## src/rtl/seg_xlate.sv

```systemverilog
module seg_xlate #(
  parameter int SEG_COUNT = 8,
  parameter int ADDR_W    = 32,
  localparam int ROW_W    = (SEG_COUNT > 1) ? $clog2(SEG_COUNT) : 1
) (
  input  logic              clk,
  input  logic              rst_n,
  input  logic              tw_en,
  input  logic [ROW_W-1:0]  tw_row,
  input  logic [ADDR_W-1:0] tw_base,
  input  logic [ADDR_W-1:0] tw_limit,
  input  logic              xl_req,
  input  logic [ROW_W-1:0]  xl_seg,
  input  logic [ADDR_W-1:0] xl_off,
  output logic              xl_ok,
  output logic              xl_fault,
  output logic [ADDR_W-1:0] xl_paddr
);

  logic [ADDR_W-1:0]    base_q  [SEG_COUNT];
  logic [ADDR_W-1:0]    limit_q [SEG_COUNT];
  logic [SEG_COUNT-1:0] live_q;

  logic                 row_ok;
  logic                 in_bounds;
  logic                 hit;
  logic [ADDR_W-1:0]    sum;

  generate
    if (SEG_COUNT == (1 << ROW_W)) begin : g_full
      assign row_ok = 1'b1;
    end else begin : g_part
      assign row_ok = (32'(xl_seg) < SEG_COUNT);
    end
  endgenerate

  assign in_bounds = xl_off < limit_q[xl_seg];
  assign hit       = row_ok && live_q[xl_seg] && in_bounds;
  assign sum       = base_q[xl_seg] + xl_off;

  always_ff @(posedge clk) begin
    if (tw_en) begin
      base_q[tw_row]  <= tw_base;
      limit_q[tw_row] <= tw_limit;
    end
  end

  always_ff @(posedge clk or negedge rst_n) begin
    if (!rst_n) begin
      live_q <= '0;
    end else if (tw_en) begin
      live_q[tw_row] <= 1'b1;
    end
  end

  always_ff @(posedge clk or negedge rst_n) begin
    if (!rst_n) begin
      xl_ok    <= 1'b0;
      xl_fault <= 1'b0;
      xl_paddr <= '0;
    end else begin
      xl_ok    <= xl_req && hit;
      xl_fault <= xl_req && !hit;
      xl_paddr <= (xl_req && hit) ? sum : '0;
    end
  end

endmodule

```

## config.mk

```make
export PLATFORM = sky130hd
export DESIGN_NAME = seg_xlate
export DESIGN_NICKNAME = d
export VERILOG_FILES = /design/src/rtl/seg_xlate.sv
export SDC_FILE = /design/constraint.sdc
export NUM_CORES = 1
export LEC_CHECK = 0
export BUFFER_PORTS_ARGS = -buffer_cell sky130_fd_sc_hd__buf_2
export CAP_MARGIN = 30
export CORE_AREA = 2 2 259 261
export CTS_CLUSTER_DIAMETER = 50
export DETAILED_ROUTE_END_ITERATION = 10
export DIE_AREA = 0 0 261 263
export PLACE_DENSITY = 0.56
export REMOVE_ABC_BUFFERS = 1
export SYNTH_ARGS = -nofsm -noshare
export SYNTH_HDL_FRONTEND = slang
export SYNTH_SLANG_ARGS = --single-unit
export TNS_END_PERCENT = 100
```

## constraint.sdc

```tcl
create_clock -name clk -period 9.85 [get_ports clk]
set_input_delay 0.4925 -clock clk [delete_from_list [all_inputs] [get_ports clk]]
set_output_delay 0.4925 -clock clk [all_outputs]
set_load 0.02 [all_outputs]
```

Word level (Yosys, flattened, before mapping)
Memories as Yosys holds them, arrays and structs flattened.
Index checks and enable logic that the tools add are counted.
{ "word_totals": {"ramBits": 512, "input_bits": 106, "out_inout_bits": 34, "mem_count": 2, "reg_bits": 42} }
{ "memory_table": {"columns": ["name", "words", "word_bits", "read_ports", "rd_ports_with_merged_regs", "write_ports", "line_no", "rtl"], "rows": [
  ["base_q", 8, 32, 1, 0, 1, "20", "logic [ADDR_W-1:0] base_q [SEG_COUNT];"],
  ["limit_q", 8, 32, 1, 0, 1, "21", "logic [ADDR_W-1:0] limit_q [SEG_COUNT];"]
]} }
{ "op_classes": {"n_bitwise": 1, "magnitude_cmp": 4, "reduce_logical": 5, "add_sub_neg": 1, "muxes": 7} }
{ "ops": {"columns": ["operator", "count"], "rows": [
  ["32-bit adder", 1],
  ["32-bit less-than comparator", 1],
  ["32-bit 2-to-1 mux", 1],
  ["3-bit by 4-bit less-than comparator with 1-bit output (second input constant)", 2],
  ["8-bit bitwise OR", 1],
  ["1-bit logical AND", 4],
  ["1-bit 2-to-1 mux", 4],
  ["1-bit binary-select mux with 3-bit select", 1],
  ["1-bit demux with 3-bit select", 1],
  ["3-bit by 1-bit >= comparator with 1-bit output (second input constant)", 1],
  ["1-bit logical NOT", 1]
]} }

Depth between registers and ports, before layout
{ "depth": {"word_depth": 5, "ltp_mapped": 17} }

Worst setup path after synthesis
OpenSTA, ideal clock, no wires.
{ "synth_timing": {"path_kind": "input-to-reg", "from": "in tw_row[1]", "to": "reg live_q[0]", "n_path_buf": 0, "t_required_ps": 9758, "setup_ps": 92, "slack_ps": 4201, "arrival_ps": 5557, "path_stages": 3, "path_cell_list": "nand2b_1 -> nor3_1 -> or2_2"} }
{ "synth_via": {"elab_chain_len": 5, "elab_cells_between_ends": 6, "cone_classes": "order compare: 2; mux: 2; bitwise: 1; reduce/logical: 1"} }
{ "synth_lines": {"columns": ["element", "line_no", "rtl"], "rows": [
  ["start: declaration", "9", "input logic [ROW_W-1:0] tw_row,"],
  ["3-bit by 4-bit less-than comparator with 1-bit output (implied by the code) or 3-bit by 1-bit >= comparator with 1-bit output (tied branches)", "52", "live_q[tw_row] <= 1'b1;"],
  ["1-bit logical AND (implied by the code)", "52", null],
  ["1-bit 2-to-1 mux (implied by the code)", "52", null],
  ["1-bit demux with 3-bit select (*)", "52", null],
  ["8-bit bitwise OR (no line) (*)", null, null],
  ["end signal: assignment", "50", "live_q <= '0;"],
  ["end signal: indexed assignment", "52", null],
  ["end: declaration", "22", "logic [SEG_COUNT-1:0] live_q;"]
]} }
Every way passes the cells marked *; elsewhere a longest branch is shown, timed or not.
A chain may end at the register's enable or synchronous reset.

Worst setup path in the final report
{ "layout_timing": {"from": "in xl_seg[1]", "to": "reg xl_paddr[31]"} }
{ "layout_via": {"elab_chain_len": 5, "elab_cells_between_ends": 9, "cone_classes": "add/sub: 1; order compare: 1; mux: 3; reduce/logical: 2; memory: 2"} }
{ "layout_lines": {"columns": ["element", "line_no", "rtl"], "rows": [
  ["start: declaration", "13", "input logic [ROW_W-1:0] xl_seg,"],
  ["memory read 8 x 32 bit or 1-bit binary-select mux with 3-bit select (tied branches)", null, null],
  ["32-bit less-than comparator or 1-bit 2-to-1 mux (tied branches)", "37, 38", null],
  ["1-bit logical AND", "38", "assign hit = row_ok && live_q[xl_seg] && in_bounds;"],
  ["1-bit logical AND", "64", "xl_paddr <= (xl_req && hit) ? sum : '0;"],
  ["32-bit 2-to-1 mux (*)", "64", null],
  ["end signal: assignment", "64", null],
  ["end: declaration", "17", "output logic [ADDR_W-1:0] xl_paddr"]
]} }
Every way passes the cells marked *; elsewhere a longest branch is shown, timed or not. The select of a mux whose other input is x is not followed.

==> metrics.log <==
[metrics] predominant post-synthesis flop cell: edfxtp_1
[metrics] count of standard-cell rows: 94
[metrics] RSZ-0062 raised after global routing: false
[metrics] relative slew slack: between 30 and 40%
[metrics] fraction of layout instances using a drive strength above 1: 31.8%
[metrics] Final setup violation count: 0
[metrics] initial drt markers: 868
[metrics] Power Dens Cells: 205 nW/um^2
[metrics] Final GP Congestion: 0.801
[metrics] CP Capture Type: flip-flop
[metrics] post-layout minimum cycle time: 4.67 ns
[metrics] delay of the slowest cell on the worst path: 0.78 ns
[metrics] initial antenna violation count: 8
[metrics] area of the die: 68,600 sq um
[metrics] total clock buffers created by CTS: 60
[metrics] Register-to-Register Setup Slack: 5.83 ns
[metrics] pin slew with the least headroom to its limit: 0.903 ns
[metrics] GRT Resource Usage Total: between 15 and 20%
[metrics] layout-stage area growth over the synthesis result: 16.7%
[metrics] Horiz. Die Dim: 261 um
[metrics] number of buffers inserted to repair setup after CTS: 0
[metrics] peak supply drop: approximately 0.00012 V
[metrics] count of TritonRoute iterations in the first routing pass: 5
[metrics] core footprint: 65,600 sq um
[metrics] aggregate global routing overflow: 0
[metrics] Leakage Power: 9.11 nW
[metrics] maximum clock rate: 214 MHz
[metrics] largest net degree at the start of global routing: 73
[metrics] total via count after detailed routing: 11,500
[metrics] count of instances resized after the clock tree is built: 0
[metrics] clock tree from TritonCTS: done
[metrics] kind of start point of the critical path: input pin
[metrics] count of flip-flops with a built-in enable after synthesis: 512
[metrics] critical-path cell list: buf_6, buf_4, mux4_2, mux2i_1, ha_1, a21oi_1, nor2_1, a2111oi_0, nor3_1, a211oi_1, nand3_4, or4_1, nand2_1
[metrics] met2 Track Usage GR: 27.3%
[metrics] Setup TNS Final: 0 ns
[metrics] Worst Path Arrival: 5.22 ns
[metrics] HPWL reported at the end of detailed placement: 33.6 mm
[metrics] maximum clock insertion buffer count: 3
[metrics] GRT busiest layer: met2
[metrics] Largest delay share family, worst path: simple AND/OR/NAND/NOR gates
[metrics] number of different library cells in the post-synthesis netlist: 64
[metrics] Hold-fix buffers, CTS: 1
[metrics] clock root cell: clkbuf_16
[metrics] clock latency of the later-clocked register in the worst-skew pair: 0.62 ns
[metrics] post-detailed-route via-to-cell ratio: roughly 5
[metrics] Starting Density: 34.7%
[metrics] final cycle utilization of the critical path: 47.4%
[metrics] start-to-end type of the worst setup path: input pin to flip-flop
[metrics] met3 GRT Util: 3.24%
[metrics] crit path max fanout: just under 70
[metrics] post-DR wirelength/cell: 24.6 um
[metrics] wire length reported by the detailed router: 55.2 mm
[metrics] top cells by area in the synthesized netlist: edfxtp_1 67%, mux4_2 13%, dfrtp_1 4.6%, ha_1 3.4%, mux2i_1 1.6%
[metrics] setup slack after layout: 5.18 ns
[metrics] portion of the post-synthesis area used by sequential elements: 72.1%
[metrics] number of buffers and inverters on the critical path: 2
[metrics] top cell type's share of synthesized area: 67.5%
[metrics] Hold WC Path Type: input pin to flip-flop
[metrics] critical path required time: 10.40 ns
[metrics] Post-Syn Area: ~23,000 sq um
[metrics] most used standard cell by instance count after synthesis: edfxtp_1
[metrics] Synth area leader: edfxtp_1
[metrics] count of pins on the block boundary: 140
[metrics] nets@finish: around 1,500
[metrics] global-route wire length before repair: around 81 mm
[metrics] list of most frequent post-synthesis cells: 512 x edfxtp_1, 129 x mux4_2, 62 x ha_1
[metrics] remaining antenna violation count: 0
[metrics] Layout fillers: 5,930
[metrics] post-layout instance area: 26,600 sq um
[metrics] slowest stage cell, crit path: buf_4
[metrics] number of remaining DRC errors: 0
[metrics] maximum level of the CTS H-tree: 2
[metrics] clock-pin transition on the worst setup and hold timing paths: 0.06 ns
[metrics] final number of hold-violating endpoints: 0
[metrics] global routing met1 resource utilization: 21.7%
[metrics] count of state elements after synthesis: between 500 and 600
[metrics] post-route clock skew: 0.0262 ns
[metrics] sinks on the clock net: 554
[metrics] YS warnings: 0
[metrics] Post-Synthesis Mean Instance Area: 19.9 sq um
[metrics] worst slack, placed: 4.45 ns
[metrics] fraction of registers with async set or reset after synthesis: 7.58%
[metrics] cells after synthesis: 1,147
[metrics] final slew viol count: 0
[metrics] Die Y: 263 um
[metrics] result of the run: finished clean
[metrics] via count of the first global-routing pass: 12,100
[metrics] number of I/O port buffers: 139
[metrics] max-cap violations: 0
[metrics] placed instance area: 24,600 sq um
## stage by stage
stage	cells	power [W]	util (%)	hold slack, ns
2_1_floorplan	1105	0.00306	-	0.197
3_3_place_gp	2126	0.00328	37.5	0.446
3_5_place_dp	2127	0.00329	37.5	0.448
4_1_cts	2241	0.00551	40.5	0.109
5_1_grt	2243	0.00566	40.5	0.122
6_report	2244	0.00545	40.5	0.146
## worst register-to-register path, stage by stage (launching register included)
cell and delay, ns:
edfxtp_1 0.35, mux4_2 0.49, mux2_2 0.28, ha_1 0.22, fa_1 0.43, a211oi_1 0.32, o21bai_1 0.24, a2111oi_0 0.74
o211ai_1 0.25, a31oi_1 0.24, o21bai_1 0.11, xnor2_1 0.16, nor2_1 0.05
## path summary, 6_finish.rpt
kind,cells after the start,endpoint,start
max,13,xl_paddr[31]$_DFF_PN0_,xl_seg[1]
min,1,limit_q[3][0]$_DFFE_PP_,tw_limit[0]
max reg2reg,12,xl_paddr[18]$_DFF_PN0_,base_q[7][0]$_DFFE_PP_
min reg2reg,1,live_q[6]$_DFFE_PN0P_,live_q[6]$_DFFE_PN0P_
max in group asynchronous,3,xl_paddr[19]$_DFF_PN0_,rst_n
min in group asynchronous,3,xl_paddr[4]$_DFF_PN0_,rst_n
## sequential cells by signal, summed over array words and instances (netlist names)
register,count
base_q,256
limit_q,256
live_q,8
xl_fault,1
xl_ok,1
xl_paddr,32
## cells in the final DEF, fill, tap and decap left out, drive strengths merged, types with 10 or more instances in the layout
master,n
a21oi,32
nor2,52
nand2,30
xor2,10
mux2,31
nand4,10
buf,157
edfxtp,512
mux4,129
o21ai,17
nor3,11
mux2i,37
clkbuf,92
inv,17
xnor2,14
ha,62
dfrtp,42
## area by class of cell
type / instances / area (sq um) / area share [%]
Timing Repair Buffer: 159 / 896 / 3.37
Tap cell: 864 / 1080 / 4.07
Sequential cell: 554 / 16400 / 61.8
Multi-Input combinational cell: 539 / 6170 / 23.2
Inverter: 12 / 45.0 / 0.169
Clock buffer: 91 / 1690 / 6.35
Clock inverter: 22 / 269 / 1.01
Antenna cell: 3 / 7.51 / 0.0282
## cell families after synthesis
family	after synthesis	share of synthesized area, %
DFF	554	72.1
muxes	197	15.9
and+or+nand+nor	143	3.02
AOI/OAI and AO/OA	112	3.49
adders and majority gates	63	3.49
buffers and inverters	54	1.05
xor gates and xnor gates	24	0.923
## per-layer routing
layer  wire length [um]  vias to the layer above  part of all wire (%)
met1              23900                     6087                    43
met4                805                        6                   1.5
met5                 37                        -                 0.067
li1                   -                     5093                     -
met2              27800                      257                    50
met3               2600                       68                   4.7
## where the power goes
part	leakage, nW	internal, W	switching, W
Clock	0.940	0.00132	0.000896
Combinational	2.99	0.000217	0.000320
Sequential	5.18	0.00267	0.0000338
Total	9.11	0.00420	0.00125
(Power assumes the default switching activity.)
